File: src/rtl/bytecode_core.sv
module bytecode_core #(
  parameter int XLEN  = 64,
  parameter int NREGS = 15,
  parameter int AW    = 16,
  localparam int RIW  = $clog2(NREGS + 1)
) (
  input  logic            clk,
  input  logic            rst_n,
  input  logic            start,
  output logic            mem_req,
  output logic [AW-1:0]   mem_addr,
  input  logic            mem_rvalid,
  input  logic [7:0]      mem_rdata,
  input  logic            mem_err,
  output logic            halted,
  output logic            fault,
  input  logic [RIW-1:0]  rd_sel,
  output logic [XLEN-1:0] rd_data
);

  localparam logic [7:0] OP_NOP = 8'h00;
  localparam logic [7:0] OP_ADD = 8'h01;
  localparam logic [7:0] OP_HLT = 8'h0E;
  localparam logic [7:0] NR8    = 8'(NREGS);

  typedef enum logic [2:0] {PH_OPC, PH_DST, PH_OP1, PH_SRC2, PH_IMM, PH_EXEC} phase_t;

  phase_t          ph;
  logic            run;
  logic            fault_q;
  logic [AW-1:0]   pc_q;
  logic [7:0]      dst_q;
  logic [6:0]      s1_q;
  logic [7:0]      s2_q;
  logic            imm_sel;
  logic [31:0]     imm_q;
  logic [1:0]      ibc;
  logic [XLEN-1:0] rf [NREGS];

  assign mem_req  = run && (ph != PH_EXEC);
  assign mem_addr = pc_q;
  assign halted   = !run;
  assign fault    = fault_q;

  wire take = mem_req && mem_rvalid && !mem_err;
  wire ferr = mem_req && mem_err;

  wire op1_bad = (dst_q >= NR8) || (dst_q == 8'd0) || ({1'b0, mem_rdata[7:1]} >= NR8);
  wire src2_bad = mem_rdata >= NR8;

  wire [XLEN-1:0] opnd2 = imm_sel ? XLEN'(imm_q) : rf[s2_q[RIW-1:0]];
  wire [XLEN-1:0] sum   = rf[s1_q[RIW-1:0]] + opnd2;

  assign rd_data = (rd_sel < RIW'(NREGS)) ? rf[rd_sel] : '0;

  always_ff @(posedge clk or negedge rst_n) begin
    if (!rst_n) begin
      run     <= 1'b1;
      ph      <= PH_OPC;
      fault_q <= 1'b0;
      pc_q    <= '0;
      dst_q   <= '0;
      s1_q    <= '0;
      s2_q    <= '0;
      imm_sel <= 1'b0;
      imm_q   <= '0;
      ibc     <= '0;
      for (int i = 0; i < NREGS; i++) rf[i] <= '0;
    end else begin
      fault_q <= 1'b0;
      if (!run) begin
        if (start) begin
          run <= 1'b1;
          ph  <= PH_OPC;
        end
      end else if (ferr) begin
        run     <= 1'b0;
        fault_q <= 1'b1;
      end else if (ph == PH_EXEC) begin
        rf[dst_q[RIW-1:0]] <= sum;
        ph <= PH_OPC;
      end else if (take) begin
        pc_q <= pc_q + 1'b1;
        case (ph)
          PH_OPC: begin
            if (mem_rdata == OP_HLT)      run <= 1'b0;
            else if (mem_rdata == OP_ADD) ph  <= PH_DST;
            else                          ph  <= PH_OPC;
          end
          PH_DST: begin
            dst_q <= mem_rdata;
            ph    <= PH_OP1;
          end
          PH_OP1: begin
            s1_q    <= mem_rdata[7:1];
            imm_sel <= mem_rdata[0];
            ibc     <= '0;
            if (op1_bad) begin
              run     <= 1'b0;
              fault_q <= 1'b1;
              ph      <= PH_OPC;
            end else begin
              ph <= mem_rdata[0] ? PH_IMM : PH_SRC2;
            end
          end
          PH_SRC2: begin
            s2_q <= mem_rdata;
            if (src2_bad) begin
              run     <= 1'b0;
              fault_q <= 1'b1;
              ph      <= PH_OPC;
            end else begin
              ph <= PH_EXEC;
            end
          end
          PH_IMM: begin
            imm_q <= {mem_rdata, imm_q[31:8]};
            ibc   <= ibc + 1'b1;
            if (ibc == 2'd3) ph <= PH_EXEC;
          end
          default: ph <= PH_OPC;
        endcase
      end
    end
  end

  wire unused_ok = ^{OP_NOP};

  assert_req_hold_R2: assert property (@(posedge clk) disable iff (!rst_n)
    (mem_req && !mem_rvalid && !mem_err) |=> (mem_req && $stable(mem_addr)))
    else $error("request dropped or address moved while waiting");

  assert_pc_step_R2: assert property (@(posedge clk) disable iff (!rst_n)
    take |=> (mem_addr == $past(mem_addr) + 1'b1))
    else $error("program counter did not step by one");

  assert_hlt_stops_R3: assert property (@(posedge clk) disable iff (!rst_n)
    (take && ph == PH_OPC && mem_rdata == OP_HLT) |=> (halted && !fault))
    else $error("halt opcode did not stop the core cleanly");

  assert_err_keeps_pc_R9: assert property (@(posedge clk) disable iff (!rst_n)
    ferr |=> (halted && fault && mem_addr == $past(mem_addr)))
    else $error("fetch error handling wrong");

  assert_fault_pulse_R10: assert property (@(posedge clk) disable iff (!rst_n)
    fault |=> !fault)
    else $error("fault longer than one cycle");

  assert_stay_halted_R11: assert property (@(posedge clk) disable iff (!rst_n)
    (halted && !start) |=> halted)
    else $error("core resumed without start");

endmodule

File: config.mk
export PLATFORM = sky130hd
export DESIGN_NAME = bytecode_core
export DESIGN_NICKNAME = d
export VERILOG_FILES = /design/src/rtl/bytecode_core.sv
export SDC_FILE = /design/constraint.sdc
export NUM_CORES = 2
export LEC_CHECK = 0
export BUFFER_PORTS_ARGS = -buffer_cell sky130_fd_sc_hd__buf_2
export CORE_UTILIZATION = 40
export DETAILED_ROUTE_END_ITERATION = 7
export GPL_TIMING_DRIVEN = 0
export PLACE_DENSITY = 0.67
export SETUP_SLACK_MARGIN = 0.1
export SYNTH_ARGS = -nofsm -noshare
export SYNTH_HDL_FRONTEND = slang
export SYNTH_SLANG_ARGS = --single-unit
File: constraint.sdc
create_clock -name clk -period 13.1 [get_ports clk]
set_input_delay 3.93 -clock clk [delete_from_list [all_inputs] [get_ports clk]]
set_output_delay 3.93 -clock clk [all_outputs]
set_load 0.01 [all_outputs]
Word-level counts from Yosys, hierarchy flattened
Index checks and enable logic that the tools add are counted.

Register bits: 1032. Bits in latches: 0. Bits in writable memories: 0. Bits in read-only memories: 0. Input bits: 17. Output and inout port bits: 83. Word-level logic and storage cells: 120. Memories kept: 0.

$add $sub $neg: 3. Multiply operators: 0. Divide/modulo/power cells: 0. $lt $le $gt $ge: 9. Eq/ne operators: 13. Shifts and indexed selects: 0. Mux-type cells: 43. Bitwise operators: 6. Reduce and logical (&&, ||, !) cells: 21.

Operator list (number): 960-bit bitwise mux (1); 64-bit binary-select mux with 4-bit select (3); 64-bit 2-to-1 mux (9); 64-bit demux with 4-bit select (1); 64-bit adder (1); 3-bit 2-to-1 mux (10); 5-bit AND reduction (6); 5-bit greater-or-equal comparator, second input constant (4); 4-bit inverter with 5-bit output (4); 16-bit by 1-bit adder with 16-bit output, second input constant (1); 8-bit by 4-bit greater-or-equal comparator with 1-bit output, second input constant (2); 1-bit 2-to-1 mux (15); 3-bit one-hot mux with 5 select lines (1); 8-bit by 1-bit equality test with 1-bit output, second input constant (1); 8-bit by 4-bit equality test with 1-bit output, second input constant (1); 8-bit logical NOT (1); 4-bit inequality test, second input constant (2); 7-bit by 4-bit greater-or-equal comparator with 1-bit output, second input constant (1); 3-bit by 2-bit equality test with 1-bit output, second input constant (2); 3-bit equality test, second input constant (2); 1-bit logical AND (5); 5-bit by 1-bit < comparator with 1-bit output, second input constant (1); 4-bit < comparator, second input constant (1); 2-bit one-hot mux with 2 select lines (1); 15 further kinds (19).

Depth between registers and ports, before layout
Depth after elaboration: 9. Gate-level depth with buffers: 21. Gate-level depth less buffers: 16.

Least setup slack after synthesis
OpenSTA, ideal clock, no wires.

Kind: input to output. Start point: input port rd_sel[0]. End point: output port rd_data[17]. Arrival time: 6127 ps. Required time: 9170 ps. Setup slack: 3043 ps. Stages on the path: 5. Path buffers: 3. Path through: clkbuf_1 buf_1 buf_1 mux4_2 mux4_2.

Longest elaborated chain between the ends: 5. Elaborated cells between the ends (all ways): 6. Classes of those cells: 1 x order compare; 4 x mux; 1 x bitwise.

Ends and longest elaborated chain: start, declared (RTL line 17) `input logic [RIW-1:0] rd_sel,`; 4-bit inverter with 5-bit output (implied by the code) (RTL line 54) `assign rd_data = (rd_sel < RIW'(NREGS)) ? rf[rd_sel] : '0;`; 64-bit binary-select mux with 4-bit select (RTL line 54); 64-bit 2-to-1 mux (implied by the code) (2 in series) (RTL line 54); 64-bit 2-to-1 mux * (RTL line 54); end, declared (RTL line 18) `output logic [XLEN-1:0] rd_data`.

Mark *: on every way between the ends. The rest lies on a longest branch, timed or not. The select of a mux whose other input is x is not followed.

Final worst setup path
Start point: input port rd_sel[0]. End point: output port rd_data[59].

Same word-level chain as after synthesis.

==> implementation parameters <==
Parameter                              Value

Power and ir drop
  Share of total power consumed by net switching ... 0.2448
  Combinational Power Share ... 0.039
  Sequential share of power ... 0.461
  Net switching power ... roughly 1.7 mW
  Power density of the placed cells ... roughly 96 nW/um^2
  Relative contribution of the clock network to total power ... 0.501
  Leakage power ... 28.58 nW
  Int Power ... 5.255 mW
  Worst ir drop on vdd ... around 0.11 mV

Placement
  Placer congestion estimate ... 1.066
  Count of input and output buffers ... 94
  Dpl hpwl ... 201.8 mm
  Area post-placement ... 68250 um^2

Timing
  Unrepaired setup endpoints after global routing ... no
  Share of the cycle needed by the critical path after routing ... 0.9369
  Slew @ Worst Pin ... between 1.5 and 2 ns
  Final hold violation count ... 0
  Total setup violations reported at the end of the flow ... 0
  Sum of negative setup slack ... 0 ns
  Shortest clock period the worst path allows after layout ... around 12 ns
  Post-Route Skew ... ~0.056 ns
  Worst slew margin relative to its limit ... -0.07738
  Max-slew violation total from the final report ... about 130
  Fmax ... approximately 0.081 GHz

Die
  Initial cell density of the core ... 0.4033
  Total core area ... 160600 um^2
  Number of top-level design ports ... 100
  Die Y-Extent ... a little over 400 um
  Die W ... 404.4 um
  Die footprint ... between 150000 and 200000 um^2
  Row count ... approximately 150

Yosys
  Post-synthesis area per instance ... 10.92 um^2
  Synthesized flop and latch total ... roughly 1000
  Cells taking the most area after synthesis ... dfrtp_1 40%, mux4_2 27%, o21ai_0 8.1%
  Compound-cell area share of the yosys netlist ... 0.1141
  Post-synthesis cell type with the largest combined area ... dfrtp_1
  Share of the yosys chip area belonging to registers ... 0.3988
  Area share of fa/ha/maj cells after synthesis ... 0.01287
  Ys flop type ... dfrtp_1
  Xor and xnor fraction of the mapped netlist area ... 0.009853
  Commonest cells in the synthesized netlist ... 1297 x nand2_1, 1052 x o21ai_0, 1031 x dfrtp_1
  Synth cell types ... 77
  Fraction of the mapped netlist area in simple logic gates ... 0.1093
  Most frequently used cell type in the post-synthesis netlist ... nand2_1
  Post-synth net total ... ~6000
  Instance count of the mapped netlist ... just under 6000
  Fraction of post-synthesis cell area in the top cell type by area ... 0.3984
  Ys Warns ... 0
  Number of enable flip-flop cells after synthesis ... 0
  Largest family of logic cells by synthesized area ... multiplexers
  Multiplexer share of the synthesized area ... 0.3187
  Area of the mapped netlist ... 64760 um^2
  FFs w/ async S/R, synth ... 1.000

Route
  Final Routed Wirelength ... roughly 280 mm
  Detailed-router iteration count before antenna repair ... 6
  Antenna-violating nets left ... 0
  Routed WL per cell ... 32.82 um
  Vias ... 56630
  Detailed Route Iter0 Violations ... between 9000 and 10000
  Total DRC errors in the routed layout ... 0
  Average vias per placed instance ... between 6 and 7

Clock tree
  Cts repair resizes ... 0
  Number of clock buffers inserted by TritonCTS ... approximately 120
  Clock transition at path regs ... approximately 0.060 ns
  Clock root buffer ... clkbuf_16
  Clock network latency to the later pin of the worst-skew pair ... 0.80 ns
  Number of sinks driven by the clock tree ... a little over 1000
  H-tree Lvls ... 3
  CTS Hold Bufs ... 0
  Clock tree from TritonCTS ... built
  Number of buffers inserted to repair setup after CTS ... 0
  CTS max path bufs ... 3

Status
  Violated checks ... capacitance limit, slew limit
  Outcome ... finished with violations

Final layout
  Fraction of layout instances using a drive strength above 1 ... 0.2049
  Post-route standard cell area excluding fillers ... slightly above 70000 um^2
  Layout net count ... ~6200
  Fill cell instance count of the final layout ... around 15000
  Layout overhead on the synthesized area ... 11.72%

Global route
  Total GRT Usage ... 0.3353
  Number of antenna violations at the first check in global routing ... 24
  Overflow after GRT ... 0
  Number of global-route vias before repair ... 54410
  Global-route wire length before repair ... 391.3 mm
  Pin count of the biggest net entering global routing ... 161

Setup path
  Critical Path RT ... between 9 and 10 ns
  WS Path Type ... in -> out
  Setup crit start kind ... primary input
  Endpoint class of the critical path ... primary output
  Critical Path Fanout Max ... 10
  Crit path DAT ... 8.34 ns

Run
  Max-Cap Viols ... 17

Min path
  Class of the tightest hold or removal check ... reg -> reg
## state kept, by name (all words and copies together), names as in the netlist
signal,count
dst_q,8
fault,1
ibc,2
imm_q,32
imm_sel,1
mem_addr,16
ph,3
rf,960
run,1
s1_q,4
s2_q,4
## final timing paths
check	start	to	slack [ns]	cells after the start
setup / recovery	rd_sel[0]	rd_data[59]	0.83	9
hold / removal	mem_addr[15]$_DFFE_PN0P_	mem_addr[15]$_DFFE_PN0P_	0.47	1
setup reg to reg	s2_q[1]$_DFFE_PN0P_	rf[624]$_DFFE_PN0P_	3.28	20
hold reg to reg	mem_addr[15]$_DFFE_PN0P_	mem_addr[15]$_DFFE_PN0P_	0.47	1
max in group asynchronous	rst_n	rf[276]$_DFFE_PN0P_	7.66	4
min in group asynchronous	rst_n	rf[756]$_DFFE_PN0P_	3.07	1
## metrics by stage
stage | hold WS [ns] | worst slack [ns] | power [mW] | std cells | util
2_1_floorplan | 0.4701 | 3.043 | 3.372 | 5930 | -
3_3_place_gp | 0.4579 | -14.97 | 3.519 | 8184 | 0.4231
3_5_place_dp | 0.4672 | 1.150 | 3.527 | 8194 | 0.4251
4_1_cts | 0.4752 | 1.125 | 6.942 | 8408 | 0.4499
5_1_grt | 0.4976 | 0.9566 | 7.074 | 8414 | 0.4503
6_report | 0.4652 | 0.8260 | 6.958 | 8434 | 0.4506
## area by class of cell
class / instances / area (um^2) / area share
multi-input combinational: 4290 / 36580 / 0.5055
sequential: 1032 / 25830 / 0.3569
clock buffer: 172 / 3423 / 0.04731
tap: 2160 / 2703 / 0.03735
buffer: 592 / 2342 / 0.03237
timing repair buffer: 108 / 808.3 / 0.01117
clock inverter: 42 / 559.3 / 0.007730
inverter: 16 / 60.06 / 0.0008300
antenna: 22 / 55.05 / 0.0007609
## metal layers
metal	global-route usage	routed length (um)	up-vias
met1	0.4227	98300	28760
met3	0.1145	37930	980
met4	0.2245	20550	10
met2	0.4868	119700	4404
li1	-	-	22470
met5	0.008921	271	-
## kinds of logic (layout without fill, tap and decap cells)
group                      Yosys count  in the layout
muxes                             1089           1089
buffers and inverters              608            930
AOI/OAI and AO/OA                 1357           1357
adders and majority gates           66             66
other                                0             22
xor gates and xnor gates            69             69
DFF                               1032           1032
and+or+nand+nor                   1709           1709
## placed cells by master (no fill, tap or decap), types with 10 or more instances in the layout
cell type / netlist / layout
nand2_1: 1297 / 1297
o21ai_0: 1052 / 1052
dfrtp_1: 1031 / 1031
mux4_2: 767 / 767
clkbuf_1: 478 / 482
mux2i_1: 209 / 209
buf_2: 31 / 135
clkbuf_16: 0 / 116
mux2_2: 113 / 113
nor2_1: 107 / 107
a21oi_1: 93 / 93
ha_1: 65 / 65
buf_1: 74 / 61
nor3_1: 61 / 61
nand3_1: 57 / 57
nor2b_1: 44 / 44
nand4_1: 44 / 44
a31oi_1: 39 / 39
a21o_1: 38 / 38
xnor2_1: 36 / 36
clkbuf_8: 0 / 31
and3_1: 30 / 30
xor2_1: 30 / 30
clkbuf_2: 4 / 27
diode_2: 0 / 22
clkinv_2: 0 / 21
or3_1: 18 / 18
a221oi_1: 17 / 17
inv_1: 16 / 16
a211o_1: 15 / 15
a211oi_1: 13 / 13
o21bai_1: 13 / 13
o21ai_2: 11 / 11
o21a_1: 10 / 10
o211ai_1: 10 / 10
nand2b_1: 10 / 10
## worst max-delay path, cell delays in order
cell and delay [ns]:
clkbuf_1 0.34, clkbuf_1 0.99, nor2b_1 0.22, clkbuf_1 1.14, clkbuf_1 0.79, nand2_1 0.11
o21ai_0 0.12, mux4_2 0.46, buf_2 0.19
## power groups by stage
stage | logic, mW | clock network [mW] | registers (mW)
floorplan | 0.107 | 0 | 3.27
global placement | 0.252 | 0 | 3.27
detailed placement | 0.264 | 0 | 3.26
CTS | 0.265 | 3.47 | 3.20
global route | 0.283 | 3.59 | 3.20
finish | 0.268 | 3.49 | 3.20
Note: power is estimated with default switching activity, not from simulation.
